`config.mk`:
```
export PLATFORM = sky130hd
export DESIGN_NAME = pm_csr_ctrl
export DESIGN_NICKNAME = d
export VERILOG_FILES = /design/src/rtl/pm_csr_pkg.sv /design/src/rtl/pme_stat_cell.sv /design/src/rtl/pm_state_cell.sv /design/src/rtl/pm_wake_drv.sv /design/src/rtl/pm_csr_ctrl.sv
export SDC_FILE = /design/constraint.sdc
export NUM_CORES = 1
export LEC_CHECK = 0
export ABC_CLOCK_PERIOD_IN_PS = 1500
export BUFFER_PORTS_ARGS = -buffer_cell sky130_fd_sc_hd__buf_2
export CAP_MARGIN = 20
export CORE_UTILIZATION = 28
export CTS_BUF_LIST = sky130_fd_sc_hd__clkbuf_16
export DETAILED_ROUTE_END_ITERATION = 10
export PLACE_DENSITY = 0.77
export SETUP_SLACK_MARGIN = 0.2
export SLEW_MARGIN = 20
export SYNTH_ARGS = -nofsm -noshare
export SYNTH_HDL_FRONTEND = slang
export SYNTH_SLANG_ARGS = --single-unit
export TNS_END_PERCENT = 10
```
`constraint.sdc`:
```
create_clock -name clk -period 1.5 [get_ports clk]
set_input_delay 0.15 -clock clk [delete_from_list [all_inputs] [get_ports clk]]
set_output_delay 0.15 -clock clk [all_outputs]
set_load 0.01 [all_outputs]
```
`src/rtl/pm_csr_pkg.sv`:
```
package pm_csr_pkg;
  localparam int CSR_W    = 32;
  localparam int BIT_STAT = 15;
  localparam int BIT_EN   = 8;
  localparam int ST_W     = 2;

  typedef enum logic [ST_W-1:0] {
    PS_D0    = 2'b00,
    PS_D1    = 2'b01,
    PS_D2    = 2'b10,
    PS_D3HOT = 2'b11
  } pstate_t;

  function automatic logic state_ok(input logic [ST_W-1:0] s);
    return (s == PS_D0) || (s == PS_D3HOT);
  endfunction
endpackage

```
`src/rtl/pme_stat_cell.sv`:
```
module pme_stat_cell (
  input  logic clk,
  input  logic rst_sticky,
  input  logic evt_in,
  input  logic clr_req,
  output logic stat_q
);
  always_ff @(posedge clk) begin
    if (rst_sticky)   stat_q <= 1'b0;
    else if (evt_in)  stat_q <= 1'b1;
    else if (clr_req) stat_q <= 1'b0;
  end
endmodule

```
`src/rtl/pm_state_cell.sv`:
```
module pm_state_cell
  import pm_csr_pkg::*;
(
  input  logic            clk,
  input  logic            rst_sticky,
  input  logic            rst_any,
  input  logic            en_wr,
  input  logic            en_val,
  input  logic            st_wr,
  input  logic [ST_W-1:0] st_val,
  output logic            en_q,
  output logic [ST_W-1:0] state_q,
  output logic            phy_pd_q
);
  logic            en_nxt;
  logic [ST_W-1:0] st_nxt;
  logic            pd_nxt;

  always_comb begin
    en_nxt = en_wr ? en_val : en_q;
    st_nxt = (st_wr && state_ok(st_val)) ? st_val : state_q;
    pd_nxt = phy_pd_q;
    if (st_nxt == PS_D0)
      pd_nxt = 1'b0;
    else if (st_nxt == PS_D3HOT && state_q != PS_D3HOT && !en_nxt)
      pd_nxt = 1'b1;
  end

  always_ff @(posedge clk) begin
    if (rst_sticky) en_q <= 1'b0;
    else            en_q <= en_nxt;
  end

  always_ff @(posedge clk) begin
    if (rst_any) begin
      state_q  <= PS_D0;
      phy_pd_q <= 1'b0;
    end else begin
      state_q  <= st_nxt;
      phy_pd_q <= pd_nxt;
    end
  end
endmodule

```
`src/rtl/pm_wake_drv.sv`:
```
module pm_wake_drv (
  input  logic clk,
  input  logic rst_sticky,
  input  logic stat,
  input  logic en,
  output logic wake_n
);
  always_ff @(posedge clk) begin
    if (rst_sticky) wake_n <= 1'b1;
    else            wake_n <= ~(stat & en);
  end
endmodule

```
`src/rtl/pm_csr_ctrl.sv`:
```
module pm_csr_ctrl
  import pm_csr_pkg::*;
#(
  parameter int DATA_W = CSR_W,
  localparam int NBYTES = DATA_W / 8
) (
  input  logic              clk,
  input  logic              por_rst,
  input  logic              bus_rst,
  input  logic              aux_det,
  input  logic              pme_src,
  input  logic              wr_en,
  input  logic [DATA_W-1:0] wr_data,
  input  logic [NBYTES-1:0] wr_be,
  output logic [DATA_W-1:0] rd_data,
  output logic              wake_n,
  output logic [ST_W-1:0]   pwr_state,
  output logic              phy_pd_req
);
  localparam int BYTE_EN_IDX = BIT_EN / 8;
  localparam int BYTE_ST_IDX = BIT_STAT / 8;

  logic [NBYTES-1:0] byte_wr;
  logic rst_sticky, rst_any;
  logic stat_q, en_q;
  logic [ST_W-1:0] state_q;

  genvar b;
  generate
    for (b = 0; b < NBYTES; b++) begin : g_bwr
      assign byte_wr[b] = wr_en & wr_be[b];
    end
  endgenerate

  assign rst_sticky = por_rst | (bus_rst & ~aux_det);
  assign rst_any    = por_rst | bus_rst;

  pme_stat_cell u_stat (
    .clk        (clk),
    .rst_sticky (rst_sticky),
    .evt_in     (pme_src),
    .clr_req    (byte_wr[BYTE_ST_IDX] & wr_data[BIT_STAT]),
    .stat_q     (stat_q)
  );

  pm_state_cell u_state (
    .clk        (clk),
    .rst_sticky (rst_sticky),
    .rst_any    (rst_any),
    .en_wr      (byte_wr[BYTE_EN_IDX]),
    .en_val     (wr_data[BIT_EN]),
    .st_wr      (byte_wr[0]),
    .st_val     (wr_data[ST_W-1:0]),
    .en_q       (en_q),
    .state_q    (state_q),
    .phy_pd_q   (phy_pd_req)
  );

  pm_wake_drv u_wake (
    .clk        (clk),
    .rst_sticky (rst_sticky),
    .stat       (stat_q),
    .en         (en_q),
    .wake_n     (wake_n)
  );

  always_comb begin
    rd_data              = '0;
    rd_data[BIT_STAT]    = stat_q;
    rd_data[BIT_EN]      = en_q;
    rd_data[ST_W-1:0]    = state_q;
  end

  assign pwr_state = state_q;
endmodule

```
Word level (Yosys, flattened, before mapping)

Index checks and enable logic that the tools add are counted.

Eq/ne operators: 3
Muxes and demuxes: 4
Bitwise operators: 9
Reduce and logical (&&, ||, !) cells: 9

Operators by type and width:

| kind               | number |
|---|---|
| $and 1x1->1        | 5 |
| $eq 2x2->1 const B | 2 |
| $logic_not 2->1    | 2 |
| $logic_and 1x1->1  | 3 |
| $mux 1             | 3 |
| $mux 2             | 1 |
| $ne 2x2->1 const B | 1 |
| $not 1->1          | 2 |
| $or 1x1->1         | 2 |
| $reduce_bool 2->1  | 1 |
| $reduce_or 2->1    | 1 |
| $logic_not 1->1    | 1 |
| $logic_or 1x1->1   | 1 |

Register bits: 6
Bits of input ports: 42
Output and inout port bits: 36
Word-level logic and storage cells: 30

Depth between registers and ports, before layout

Depth in word-level cells: 7
Depth in mapped cells: 4
Gate-level depth less buffers: 4

Hierarchy

From an unflattened synthesis, not the netlist that was laid out.

Cells, all modules: 69
Area, all modules: 586.8 µm²

Modules (own cells, without submodules):

| module        | times used | cells an instance | area an instance (µm²) | sequential area each (µm²) |
|---|---|---|---|---|
| pm_csr_ctrl   | 1          | 39                | 280.3                  | 0.0 |
| pm_state_cell | 1          | 24                | 240.2                  | 80.1 |
| pme_stat_cell | 1          | 4                 | 38.8                   | 20.0 |
| pm_wake_drv   | 1          | 2                 | 27.5                   | 20.0 |

Least setup slack after synthesis

No wires, ideal clock.

Kind: reg-to-reg
Start: reg u_state.state_q[1]
End: reg u_state.phy_pd_q
Arrival: 0.987 ns
Data required time: 1.383 ns
Path slack: 0.395 ns
Stages on the path, launching flop included: 5
Path buffers: 0
Cells stage by stage: dfxtp_1 > o21a_1 > a211oi_2 > nand2_1 > a32o_2

Word-level cells in the longest chain between the ends: 4
Elaborated cells on any way between the ends: 7
Classes of those cells: 2 x eq/ne; 1 x mux; 4 x reduce/logical

Ends and longest elaborated chain:

| element                         | line                | text |
|---|---|---|
| start: declaration              | pm_state_cell.sv:12 | `output logic [ST_W-1:0] state_q,` |
| start signal: assignment        | pm_state_cell.sv:39 | `state_q <= st_nxt;` |
| $mux 2                          | pm_state_cell.sv:21 | `st_nxt = (st_wr && state_ok(st_val)) ? st_val : state_q;` |
| $eq 2x2->1                      | pm_state_cell.sv:25 | `else if (st_nxt == PS_D3HOT && state_q != PS_D3HOT && !en_nxt)` |
| $logic_and 1x1->1 (2 in series) | pm_state_cell.sv:25 |  |
| end signal: assignment          | pm_state_cell.sv:40 | `phy_pd_q <= pd_nxt;` |
| end: declaration                | pm_state_cell.sv:13 | `output logic phy_pd_q` |

Several ways; a longest one is shown, not always the timed one.
A chain may end at the register's enable or synchronous reset.

Worst setup path in the final report

Same ends and word-level chain as after synthesis.

==> results.md <==
- The flow ran to the end, and the final reports show no timing, DRC or antenna violations.
- The deepest level of the CTS H-tree is 1.
- At the later pin of the worst-skew pair, clock insertion delay measures about 0.23 ns.
- TritonCTS created 3 clock buffers.
- The count of warnings emitted by yosys is 0.
- The congestion estimate from routability-driven global placement came to a little under 0.6.
- The overall die area is between 0.0015 and 0.002 mm².
- The count of endpoints failing setup in the final report is 0.
- The post-CTS resize count is 0.
- Hold repair after CTS inserted 0 buffers.
- The total number of vias is between 300 and 400.
- The remaining design rule violation count is 0.
- The routed length per instance is approximately 7.7 µm.
- The all-layer global routing usage is under 10%.
- The post-synthesis cell area is 510 µm².
- The tightest min-delay check is of the in -> reg type.
- The final net count is 121.
- In this run the tool buffered the top-level ports with 19 buffer cells.
- The routed design could run at a clock period as short as about 1.2 ns.
- After floorplanning, the core was sized to cover roughly 0.0017 mm².
- TritonCTS built the clock tree.
- The number of antenna violations at the first check in global routing was 0.
- At the worst endpoint, the arrival time is approximately 1.3 ns.
- The mean instance size in the synthesized netlist is 8.51 µm².
- IR analysis of the VDD net gives a maximum drop of around 0.00049 V.
- Once detail routing completed, the nets flagged for antenna violations numbered 0.
- The final max-slew violation count is 0.
- Setup repair after global routing left no endpoint under its margin.
- The HPWL after detailed placement is ~630 µm.
- The sink count of the clock tree is 6.
- The final antenna diode count is 0.
- The proportion of layout cells with a drive suffix above 1 is about a third.
- The number of setup buffers added after CTS is 0.
- The max-cap check violation count is 0.
- The number of distinct library cells after synthesis is 17.
- The first routing iteration left 10 violations.
- For this design, the slowest cell found on the critical path is sky130_fd_sc_hd__dfxtp_1.
- The floorplan row count is 15.
- The initial standard-cell utilization of the core is 29.6%.
- The detailed-route wire length is slightly below 800 µm.
- The critical path class is reg -> reg.
- Power spread over the standard cell area amounts to around 1200 mW/mm².
- The delay contributed by the slowest stage of the critical path is between 0.3 and 0.4 ns.
- The static leakage power is roughly 0.00032 µW.
- The clock passes through at most 2 buffers.
- The root cell of the clock tree is sky130_fd_sc_hd__clkbuf_16.
- The largest net degree at the start of global routing is 6.
- For this design the top-level I/O count stands at between 70 and 80.
- The post-layout instance area is ~570 µm².
- In this run the horizontal extent of the chip is around 45 µm.
- Synthesis inferred 6 register bits.
- The setup TNS is 0 ns.
- The layout has between 150 and 200 filler cells.
- The category of the worst setup path capture point is a flop.
- The family with the most delay on the worst path is compound AO/OA/AOI/OAI gates.
- The final count of hold timing violations is 0.
- Summed over all layers, the global routing overflow is 0.
- The number of optimization iterations in the first detailed-route pass is 4.
- The clock arrives with 0.00192 ns of skew.
- The height of the die is roughly 45 µm.
- The share of the yosys chip area belonging to registers is a little under a quarter.
- The number of instances in the synthesized netlist is 60.
- The global-route wire length before repair is between 1000 and 1500 µm.
- The worst setup path is launched from a flop.
- The maximum frequency from static timing analysis is slightly below 0.9 GHz.
- At the worst endpoint, the required time is 1.61 ns.
- The signal on the critical path passes through o21a_1 > a211oi_2 > nand2_1 > a32o_2.
- Along the worst path, the maximum fanout reaches 5.
- The area growth from synthesis to layout is 12.3%.
- The post-route fraction of the period consumed by the critical path is between 70% and 80%.
- The clock-pin slew on the worst setup and hold paths is approximately 0.030 ns.
- The total buffers and inverters traversed by the critical path is 0.
- The detail-routed via count per cell is 3.61.
- The number of global-route vias before repair is 267.
- The total placed instance area is roughly 500 µm².
[per-layer routing]
metal | up-vias | track usage (%) | part of all wire [%]
li1 | 173 | - | -
met1 | 160 | 8.29 | 42
met2 | 33 | 11.2 | 47
met3 | 2 | 2.40 | 11
met4 | 0 | 9.09 | 0.89
met5 | - | 0 | 0
[path summary, 6_finish.rpt]
path,depth (start not counted),slack (ns),startpoint,endpoint
min reg2reg,1,0.40,u_stat.stat_q,u_wake.wake_n
max,4,0.35,u_state.state_q[1],u_state.phy_pd_q
min,2,0.15,por_rst,u_state.state_q[1]
max reg2reg,4,0.35,u_state.state_q[1],u_state.phy_pd_q
[registers in the layout (all words and copies together), names as in the netlist]
signal and count:
u_state.state_q 2, u_stat.stat_q 1, u_state.en_q 1, u_state.phy_pd_q 1, u_wake.wake_n 1
[per-stage QoR]
| step | cells | hold WS, ns | worst slack [ns] | power, µW | util [%] |
|---|---|---|---|---|---|
| CTS | 102 | 0.137 | 0.368 | 683 | 33.2 |
| floorplan | 87 | 0.227 | 0.395 | 281 | - |
| finish | 102 | 0.153 | 0.347 | 674 | 33.2 |
| global route | 102 | 0.154 | 0.285 | 705 | 33.2 |
| detailed placement | 99 | 0.370 | 0.327 | 249 | 28.8 |
| global placement | 99 | 0.366 | 0.338 | 248 | 28.8 |
[power by group]
group	internal [µW]	switching, µW	total [µW]	leakage (µW)
combinational	24.6	55.6	80.2	0.000236
sequential	165	3.24	168	0.0000488
clock	342	84.3	426	0.0000370
[synth_stat cells]
cell type / instances / area [µm²]
sky130_fd_sc_hd__buf_4: 32 / 240
sky130_fd_sc_hd__a21oi_1: 2 / 10.0
sky130_fd_sc_hd__mux2_4: 1 / 15.0
sky130_fd_sc_hd__nand2_1: 3 / 11.3
sky130_fd_sc_hd__a32o_2: 1 / 11.3
sky130_fd_sc_hd__nand3_1: 2 / 10.0
sky130_fd_sc_hd__nor2b_1: 1 / 6.26
sky130_fd_sc_hd__dfxtp_1: 6 / 120
sky130_fd_sc_hd__and2_1: 1 / 6.26
sky130_fd_sc_hd__o21a_1: 2 / 15.0
sky130_fd_sc_hd__inv_1: 1 / 3.75
sky130_fd_sc_hd__a211oi_1: 1 / 7.51
sky130_fd_sc_hd__nor2_1: 1 / 3.75
sky130_fd_sc_hd__conb_1: 1 / 3.75
sky130_fd_sc_hd__nor3_1: 2 / 10.0
sky130_fd_sc_hd__a211oi_2: 2 / 25.0
sky130_fd_sc_hd__and4_4: 1 / 11.3
[cells by family (layout without fill, tap and decap cells)]
family | count (synthesis) | count (layout) | share of synthesized area (%)
compound gates | 8 | 8 | 13.5
buf+inv | 33 | 23 | 47.8
flops | 6 | 6 | 23.5
mux | 1 | 1 | 2.94
other cells | 1 | 28 | 0.735
simple gates | 11 | 11 | 11.5
[worst reg2reg max path, cell delays in order (launching register included)]
cell and delay [ns]:
sky130_fd_sc_hd__dfxtp_1 0.34, sky130_fd_sc_hd__o21a_1 0.13, sky130_fd_sc_hd__a211oi_2 0.23, sky130_fd_sc_hd__nand2_1 0.09
sky130_fd_sc_hd__a32o_2 0.26
[placed cells by master (no fill, tap or decap)]
cell	n
sky130_fd_sc_hd__conb_1	28
sky130_fd_sc_hd__buf_2	19
sky130_fd_sc_hd__dfxtp_1	6
sky130_fd_sc_hd__nand2_1	3
sky130_fd_sc_hd__clkbuf_16	3
sky130_fd_sc_hd__o21a_1	2
sky130_fd_sc_hd__a211oi_2	2
sky130_fd_sc_hd__nor3_1	2
sky130_fd_sc_hd__nand3_1	2
sky130_fd_sc_hd__a21oi_1	2
sky130_fd_sc_hd__and4_4	1
sky130_fd_sc_hd__inv_1	1
sky130_fd_sc_hd__nor2b_1	1
sky130_fd_sc_hd__nor2_1	1
sky130_fd_sc_hd__mux2_4	1
sky130_fd_sc_hd__a211oi_1	1
sky130_fd_sc_hd__a32o_2	1
sky130_fd_sc_hd__and2_1	1
[cell type report]
class                      count  area, µm²  area share, %
timing repair buffer          19       95.1           16.6
tap                           25       31.3           5.46
sequential                     6        120           21.0
clock buffer                   3       75.1           13.1
multi-input combinational     48        248           43.2
inverter                       1       3.75          0.655
No activity file was read; power rests on OpenSTA's default activity.
